$ cat src/rtl/irq_arbiter.sv
module irq_arbiter #(
  parameter logic [15:0] VEC_TRAP = 16'h0024,
  parameter logic [15:0] VEC_R75  = 16'h003C,
  parameter logic [15:0] VEC_R65  = 16'h0034,
  parameter logic [15:0] VEC_R55  = 16'h002C
) (
  input  logic        clk,
  input  logic        rst_n,
  input  logic        sample_i,
  input  logic        trap_i,
  input  logic        rst75_i,
  input  logic        rst65_i,
  input  logic        rst55_i,
  input  logic        gen_i,
  input  logic        en_set_i,
  input  logic        en_clr_i,
  input  logic        mask_wr_i,
  input  logic [2:0]  mask_data_i,
  input  logic        clr75_i,
  output logic        accept_o,
  output logic [15:0] vector_o,
  output logic        ack_o,
  output logic        ien_o,
  output logic [2:0]  mask_o,
  output logic [4:0]  pending_o
);

  logic       ien_q, l75_q, prev75_q;
  logic [2:0] mask_q;
  logic [4:0] elig, grant;
  logic [15:0] vec_sel;

  wire rise75 = rst75_i & ~prev75_q;

  assign elig[4] = trap_i;
  assign elig[3] = ien_q & ~mask_q[2] & l75_q;
  assign elig[2] = ien_q & ~mask_q[1] & rst65_i;
  assign elig[1] = ien_q & ~mask_q[0] & rst55_i;
  assign elig[0] = ien_q & gen_i;

  assign grant[4] = elig[4];
  assign grant[3] = elig[3] & ~elig[4];
  assign grant[2] = elig[2] & ~|elig[4:3];
  assign grant[1] = elig[1] & ~|elig[4:2];
  assign grant[0] = elig[0] & ~|elig[4:1];

  wire take      = sample_i & |elig;
  wire take_mask = sample_i & |grant[3:0];

  always_comb begin
    unique case (1'b1)
      grant[4]: vec_sel = VEC_TRAP;
      grant[3]: vec_sel = VEC_R75;
      grant[2]: vec_sel = VEC_R65;
      grant[1]: vec_sel = VEC_R55;
      default:  vec_sel = 16'h0000;
    endcase
  end

  always_ff @(posedge clk or negedge rst_n) begin
    if (!rst_n) begin
      accept_o <= 1'b0;
      ack_o    <= 1'b0;
      vector_o <= 16'h0000;
      ien_q    <= 1'b0;
      mask_q   <= 3'b111;
      l75_q    <= 1'b0;
      prev75_q <= 1'b0;
    end else begin
      accept_o <= take;
      ack_o    <= sample_i & grant[0];
      vector_o <= take ? vec_sel : 16'h0000;
      prev75_q <= rst75_i;

      if (take_mask)     ien_q <= 1'b0;
      else if (en_clr_i) ien_q <= 1'b0;
      else if (en_set_i) ien_q <= 1'b1;

      if (mask_wr_i) mask_q <= mask_data_i;

      if (rise75)
        l75_q <= 1'b1;
      else if ((sample_i & grant[3]) | (mask_wr_i & clr75_i))
        l75_q <= 1'b0;
    end
  end

  assign ien_o     = ien_q;
  assign mask_o    = mask_q;
  assign pending_o = {trap_i, l75_q, rst65_i, rst55_i, gen_i};

endmodule

$ cat config.mk
export PLATFORM = sky130hd
export DESIGN_NAME = irq_arbiter
export DESIGN_NICKNAME = d
export VERILOG_FILES = /design/src/rtl/irq_arbiter.sv
export SDC_FILE = /design/constraint.sdc
export NUM_CORES = 1
export LEC_CHECK = 0
export BUFFER_PORTS_ARGS = -buffer_cell sky130_fd_sc_hd__buf_4
export CAP_MARGIN = 20
export CORE_ASPECT_RATIO = 0.9
export CORE_MARGIN = 8
export CORE_UTILIZATION = 37
export CTS_BUF_LIST = sky130_fd_sc_hd__clkbuf_4 sky130_fd_sc_hd__clkbuf_8
export CTS_CLUSTER_DIAMETER = 120
export DETAILED_ROUTE_END_ITERATION = 8
export GPL_TIMING_DRIVEN = 0
export HOLD_SLACK_MARGIN = 0.02
export PLACE_DENSITY = 0.76
export SYNTH_ARGS = -nofsm -noshare
export SYNTH_HDL_FRONTEND = slang
export SYNTH_SLANG_ARGS = --single-unit
$ cat constraint.sdc
create_clock -name clk -period 1.1 [get_ports clk]
set_input_delay 0.055 -clock clk [delete_from_list [all_inputs] [get_ports clk]]
set_output_delay 0.055 -clock clk [all_outputs]
set_load 0.01 [all_outputs]
==> results of run 1 <==
## final cells by class
| class | count | share of cell area, % |
|---|---|---|
| sequential | 11 | 28.0 |
| timing repair buffer | 36 | 29.0 |
| inverter | 1 | 0.376 |
| multi-input combinational | 38 | 23.1 |
| clock buffer | 4 | 3.01 |
| buffer | 18 | 13.6 |
| tap | 24 | 3.01 |
## critical path, delay by kind of cell (launching register included)
family	cells	cell delay [ns]
DFF	1	0.53
and+or+nand+nor	3	0.55
## routing by layer
metal / wire (um) / track usage (%)
met1: 524 / 9.61
met2: 700 / 14.3
met3: 178 / 7.28
met4: 0 / 1.19
met5: 0 / 0
## worst max-delay path by stage
stage	start	end	slack, ns	cells past startpoint
finish	mask_o[0]$_DFFE_PN1P_	ack_o$_DFF_PN0_	-0.03	3
global route	mask_o[0]$_DFFE_PN1P_	ack_o$_DFF_PN0_	-0.11	3
CTS	mask_o[0]$_DFFE_PN1P_	ien_o$_DFFE_PN0P_	-0.04	3
detailed placement	mask_o[0]$_DFFE_PN1P_	accept_o$_DFF_PN0_	-0.03	3
global placement	mask_o[0]$_DFFE_PN1P_	accept_o$_DFF_PN0_	-0.03	3
floorplan	mask_o[0]$_DFFE_PN1P_	accept_o$_DFF_PN0_	-0.02	3
## sequential cells by signal, indices dropped and copies added, names as in the netlist
signal    cells
mask_o        3
vector_o      3
accept_o      1
ack_o         1
ien_o         1
l75_q         1
prev75_q      1
## power by group
part,internal (mW),switching (mW),total (mW)
sequential,0.442,0.0210,0.463
clock,0.165,0.127,0.292
combinational,0.186,0.127,0.313
total,0.793,0.275,1.07
## layout by cell type (no fill, tap or decap), drive strengths merged
cell,instances
nor3,1
dfstp,3
a21oi,1
clkbuf,4
nand3b,1
buf,48
nor2,6
o21ai,3
nand2,3
o211ai,1
nor4,1
inv,1
and2b,1
dlygate4sd3,6
o21a,1
conb,12
nand2b,1
and3,1
mux2,3
dfrtp,8
nor2b,2
## through the flow
stage                     setup WS, ns  std cells  utilization [%]
after global routing            -0.110        132             61.9
after global placement         -0.0305        121             55.6
after CTS                      -0.0398        131             61.0
after floorplan                -0.0210         68                -
after detailed placement       -0.0333        121             55.6
final                          -0.0282        132             61.9
## repair_timing
item	in CTS	in global routing
resized for setup	0	1
hold buffers	5	1
setup buffers	1	0
pin swaps	2	1
endpoints found under the setup margin	4	6
hold endpoints to repair	15	1
## cells by family after synthesis
| family | synth area share [%] |
|---|---|
| AND/OR/NAND/NOR | 19.0 |
| AO/OA/AOI/OAI | 5.78 |
| flip-flops | 46.1 |
| buffers and inverters | 22.9 |
| multiplexers | 5.58 |
| other | 0.619 |
==> reports/results.md, run 1 <==
| Result | Value | Unit |
|:---|:---|:---|
| Cell taking the most area after synthesis | sky130_fd_sc_hd__dfrtp_1 | - |
| Leakage power figure | 0.534 | nW |
| Clock transition at the registers of the reported paths | 0.07 | ns |
| Max-slew violations | 0 | - |
| Share of synthesized area occupied by flip-flops and latches | 46.1 | % |
| Yosys warning count | 0 | - |
| Number of synthesized flops with an enable pin | 0 | - |
| Unique cell type count in the Yosys netlist | 20 | - |
| Count of mapped cells out of synthesis | 57 | - |
| Flop2flop setup slack | -0.03 | ns |
| Setup repair after global routing missed its margin | true | - |
| Die outline height | 54.4 | um |
| Result of the run | finished, violations left | - |
| Crit Reg-Reg Endpoint | ack_o$_DFF_PN0_ | - |
| H-tree levels | 1 | - |
| Sequence of cells on the critical path | and2b_2, nor3_2, and3_1 | - |
| Global-route wire length before repair | 2.13 | mm |
| Largest net degree at the start of global routing | 12 | - |
| Post-route antenna net violation count | 0 | - |
| Clock insertion delay at the later pin of the skew report | 0.26 | ns |
| Total clock sinks | 11 | - |
| Global-route usage over all layers | 9.03 | % |
| Number of global-route vias before repair | 485 | - |
| Pre-antenna DRT Iters | 4 | - |
| Crit-path max FO | 3 | - |
| Min cycle time layout | 1.13 | ns |
| Avg Cell Area, Syn | 10.6 | sq um |
| Critical R2R Launch | mask_o[0]$_DFFE_PN1P_ | - |
| Type of element launching the critical path | flop | - |
| Cell area after placement | 896 | sq um |
| Overall die area | 3190 | sq um |
| Area grow syn2layout | 64.7 | % |
| Number of hold-slack violations in the final timing report | 0 | - |
| Fin crit share | 103 | % |
| Max frequency | 886 | MHz |
| Final worst setup slack | -0.0282 | ns |
| Layout cell share with drive strength beyond 1 | 55.6 | % |
| Number of input and output port buffers inserted | 29 | - |
| Max-Cap Viols | 0 | - |
| R2r worst-path depth | 3 | - |
| Count of vias placed by the detailed router | 515 | - |
| Storage element area | 279 | sq um |
| CORE AREA | 1610 | sq um |
| Dominant cells by area after synthesis | sky130_fd_sc_hd__dfrtp_1, sky130_fd_sc_hd__buf_4, sky130_fd_sc_hd__dfstp_2 | - |
| Non-Filler Cell Area, Final | 997 | sq um |
| Count of boundary I/O pins | 42 | - |
| Top-count cell post-synth | sky130_fd_sc_hd__buf_4 | - |
| Starting DRT DRC Count | 14 | - |
| Most numerous cell types in the synthesized netlist | sky130_fd_sc_hd__buf_4, sky130_fd_sc_hd__dfrtp_1, sky130_fd_sc_hd__nor2_1 | - |
| Diode insertion count for antenna repair | 0 | - |
| Final layout net count | 124 | - |
| Share of the synthesized area in the top cell type | 33.1 | % |
| Share of synthesized registers carrying an async set or reset | 100 | % |
| Setup TNS | -0.0649 | ns |
| Critical Path Max Stage Delay | 0.53 | ns |
| Average routed wire per standard cell | 10.6 | um |
| CTS Buffer Depth | 2 | - |
| Die outline width | 58.6 | um |
| Data required, critical path | 1.31 | ns |
| Total of fill cells in the finished design | 150 | - |
| Post-detailed-routing wire length | 1.40 | mm |
| Minimum hold slack | 0.0521 | ns |
| Endpoint with the worst hold slack | mask_o[2]$_DFFE_PN1P_ | - |
| Cts bufs inserted | 3 | - |
| Total area of multi-input combinational cells | 230 | sq um |
| Critical path class | reg2reg | - |
| Power density normalized to cell area | 1070 | nW/um^2 |
| Worst vdd ir | 0.000699 | V |
| Via density per instance | 3.90 | - |
| Post-Route Skew | 0.00349 | ns |
| Nature of the critical path endpoint | flop | - |
| Top FF cell, synth | sky130_fd_sc_hd__dfrtp_1 | - |
| Number of storage elements in the synthesis netlist | 11 | - |
| Antenna violations before repair | 0 | - |
| Class of the tightest hold or removal check | in2reg | - |
| Count of cells along the worst hold path | 2 | - |
| Violations in the final reports | negative setup slack | - |
| Synthesized area | 606 | sq um |
| Total power | 1.07 | mW |
| Final global-route overflow total | 0 | - |
| Starting Density | 37.6 | % |
| Core Rows | 14 | - |
| Min-delay src | mask_wr_i | - |
| CP arrival | 1.34 | ns |
| DRC violations left | 0 | - |
| Final Wtd Congestion | 0.695 | - |
| CTS tree | done | - |
| Final setup violation count | 3 | - |
| Master of the slowest instance on the critical path | sky130_fd_sc_hd__dfstp_2 | - |
| Clock root buffer | sky130_fd_sc_hd__clkbuf_4 | - |
Note: power is estimated with default switching activity, not from simulation.
==> run 2, diff against run 1 <==
- SETUP_SLACK_MARGIN: unset -> 0.02
==> run 2 against run 1 <==
Compared with the run above: the run still ends with negative setup slack left; power up 2.8%; worst setup slack worse by 0.017 ns; non-clock buffer count increased by 1; cell count increased by 0.76%; largest cell class unchanged; clock power rose by 2%; routed wire length rose by 10%; count of clock-buffer cells in the layout did not move; clock skew about the same; combinational power up 6.7%; sequential cell count unchanged; hold slack lost 0.0063 ns.
==> reports/results.md, run 2 (synthesized netlist as in run 1, its figures left out) <==
| Result | Value | Unit | vs previous |
|:---|:---|:---|:---|
| Result of the run | finished, violations left | - |  |
| Violations in the final reports | negative setup slack | - |  |
| Leakage power figure | 0.543 | nW | +1.6% |
| Largest net degree at the start of global routing | 12 | - | unchanged |
| Class of the tightest hold or removal check | in2reg | - |  |
| Starting DRT DRC Count | 3 | - | -11 |
| Pre-antenna DRT Iters | 2 | - | -2 |
| Type of element launching the critical path | flop | - |  |
| Average routed wire per standard cell | 11.6 | um | +9.2% |
| Final non-filler cell total | 133 | - | +0.76% |
| Critical Path Max Stage Delay | 0.53 | ns | about the same |
| Post-route antenna net violation count | 0 | - | unchanged |
| Overall die area | 3190 | sq um | unchanged |
| Antenna violations before repair | 0 | - | unchanged |
| Number of input and output port buffers inserted | 29 | - | unchanged |
| Sequence of cells on the critical path | and2b_2, nor3_4, and3_1 | - |  |
| Total clock sinks | 11 | - | unchanged |
| Critical path class | reg2reg | - |  |
| Detailed-placement wirelength estimate | 1.20 | mm |  |
| Final setup violation count | 5 | - | +2 |
| Min cycle time layout | 1.15 | ns | +0.0169 ns |
| Via density per instance | 4.02 | - | +2.9% |
| Final worst setup slack | -0.0450 | ns | -0.0169 ns |
| Number of cells after detailed placement | 121 | - | unchanged |
| Master of the slowest instance on the critical path | sky130_fd_sc_hd__dfstp_2 | - |  |
| Post-detailed-routing wire length | 1.54 | mm | +10% |
| Cts bufs inserted | 3 | - | unchanged |
| Setup repair after global routing missed its margin | true | - |  |
| Number of hold-slack violations in the final timing report | 0 | - | unchanged |
| Total buffers and inverters traversed by the critical path | 0 | - | unchanged |
| Layout cell share with drive strength beyond 1 | 56.0 | % | +0.41 points |
| Max-slew violations | 0 | - | unchanged |
| CTS Buffer Depth | 2 | - | unchanged |
| Global-route wire length before repair | 2.44 | mm | +15% |
| Die outline height | 54.4 | um | unchanged |
| Clock insertion delay at the later pin of the skew report | 0.27 | ns | about the same |
| Power density normalized to cell area | 1080 | nW/um^2 | +0.66% |
| Clock transition at the registers of the reported paths | 0.07 | ns | about the same |
| Setup TNS | -0.162 | ns | -0.0975 ns |
| Most common cell after layout, fill and taps aside | sky130_fd_sc_hd__buf_4 | - |  |
| Post-Route Skew | 0.00348 | ns | -0.0000133 ns |
| Crit-path max FO | 3 | - | unchanged |
| Worst vdd ir | 0.000645 | V | -7.7% |
| Minimum hold slack | 0.0458 | ns | -0.00632 ns |
| Count of boundary I/O pins | 42 | - | unchanged |
| Final Wtd Congestion | 0.739 | - | +6.3% |
| Max frequency | 873 | MHz | -1.5% |
| Number of global-route vias before repair | 550 | - | +13% |
| Diode insertion count for antenna repair | 0 | - | unchanged |
| Area grow syn2layout | 68.2 | % |  |
| Final global-route overflow total | 0 | - | unchanged |
| CORE AREA | 1610 | sq um | unchanged |
| Cell family with the largest share of critical-path delay | simple AND/OR/NAND/NOR gates | - |  |
| DRC violations left | 0 | - | unchanged |
| Max-Cap Viols | 0 | - | unchanged |
| Die outline width | 58.6 | um | unchanged |
| Starting Density | 37.6 | % | unchanged |
| Data required, critical path | 1.31 | ns | about the same |
| H-tree levels | 1 | - | unchanged |
| Global-route usage over all layers | 10.5 | % | +1.5 points |
| Clock root buffer | sky130_fd_sc_hd__clkbuf_4 | - |  |
| Most used cells in the layout excluding fill and tap cells | sky130_fd_sc_hd__buf_4, sky130_fd_sc_hd__conb_1, sky130_fd_sc_hd__dfrtp_1 | - |  |
| CTS tree | done | - |  |
| Nature of the critical path endpoint | flop | - |  |
| Final layout net count | 125 | - | +0.81% |
| Fin crit share | 104 | % | +1.5 points |
| Total of fill cells in the finished design | 141 | - | -6.0% |
| CP arrival | 1.36 | ns | +0.02 ns |
| Count of vias placed by the detailed router | 534 | - | +3.7% |
| Core Rows | 14 | - | unchanged |
-- run 2: final cells by class --
class | instances | area, sq um | area share (%)
Clock buffer | 4 | 30.0 | 2.95
Tap cell | 24 | 30.0 | 2.95
Timing Repair Buffer | 37 | 304 | 29.9
Inverter | 1 | 3.75 | 0.369
Sequential cell | 11 | 279 | 27.4
Multi-Input combinational cell | 38 | 236 | 23.2
Buffer | 18 | 135 | 13.3
-- run 2: timing repair --
action,in CTS,in global routing
endpoints found under the setup margin,5,7
pin swaps,1,0
hold buffers,6,0
hold endpoints to repair,17,0
setup buffers,1,1
resized for setup,0,4
-- run 2: per-layer routing --
layer / up-vias / track usage (%) / wire (um)
met5: - / 0 / 0
li1: 260 / - / -
met4: 0 / 5.95 / 31
met3: 5 / 7.04 / 185
met1: 242 / 8.57 / 504
met2: 27 / 19.2 / 822
-- run 2: worst paths after layout --
kind / slack [ns] / depth (start not counted) / from / end
worst max-delay path: -0.05 / 3 / mask_o[0]$_DFFE_PN1P_ / ack_o$_DFF_PN0_
worst min-delay path: 0.05 / 2 / mask_wr_i / mask_o[0]$_DFFE_PN1P_
worst max register to register: -0.05 / 3 / mask_o[0]$_DFFE_PN1P_ / ack_o$_DFF_PN0_
worst min register to register: 0.42 / 1 / prev75_q$_DFF_PN0_ / l75_q$_DFFE_PN0P_
max in group asynchronous: 0.74 / 2 / rst_n / mask_o[2]$_DFFE_PN1P_
min in group asynchronous: 0.14 / 2 / rst_n / l75_q$_DFFE_PN0P_
-- run 2: metrics by stage --
stage / setup slack, ns / area (sq um) / util (%) / power (mW)
finish: -0.0450 / 1020 / 63.2 / 1.10
global route: -0.109 / 1020 / 63.2 / 1.16
CTS: -0.0513 / 993 / 61.6 / 1.09
detailed placement: -0.0396 / 896 / 55.6 / 0.762
global placement: -0.0311 / 896 / 55.6 / 0.754
floorplan: -0.0210 / 648 / - / 0.633
-- run 2: power by group --
group          switching (mW)  internal [mW]
logic                   0.136          0.198
registers              0.0222          0.442
clock network           0.134          0.165
total                   0.292          0.806
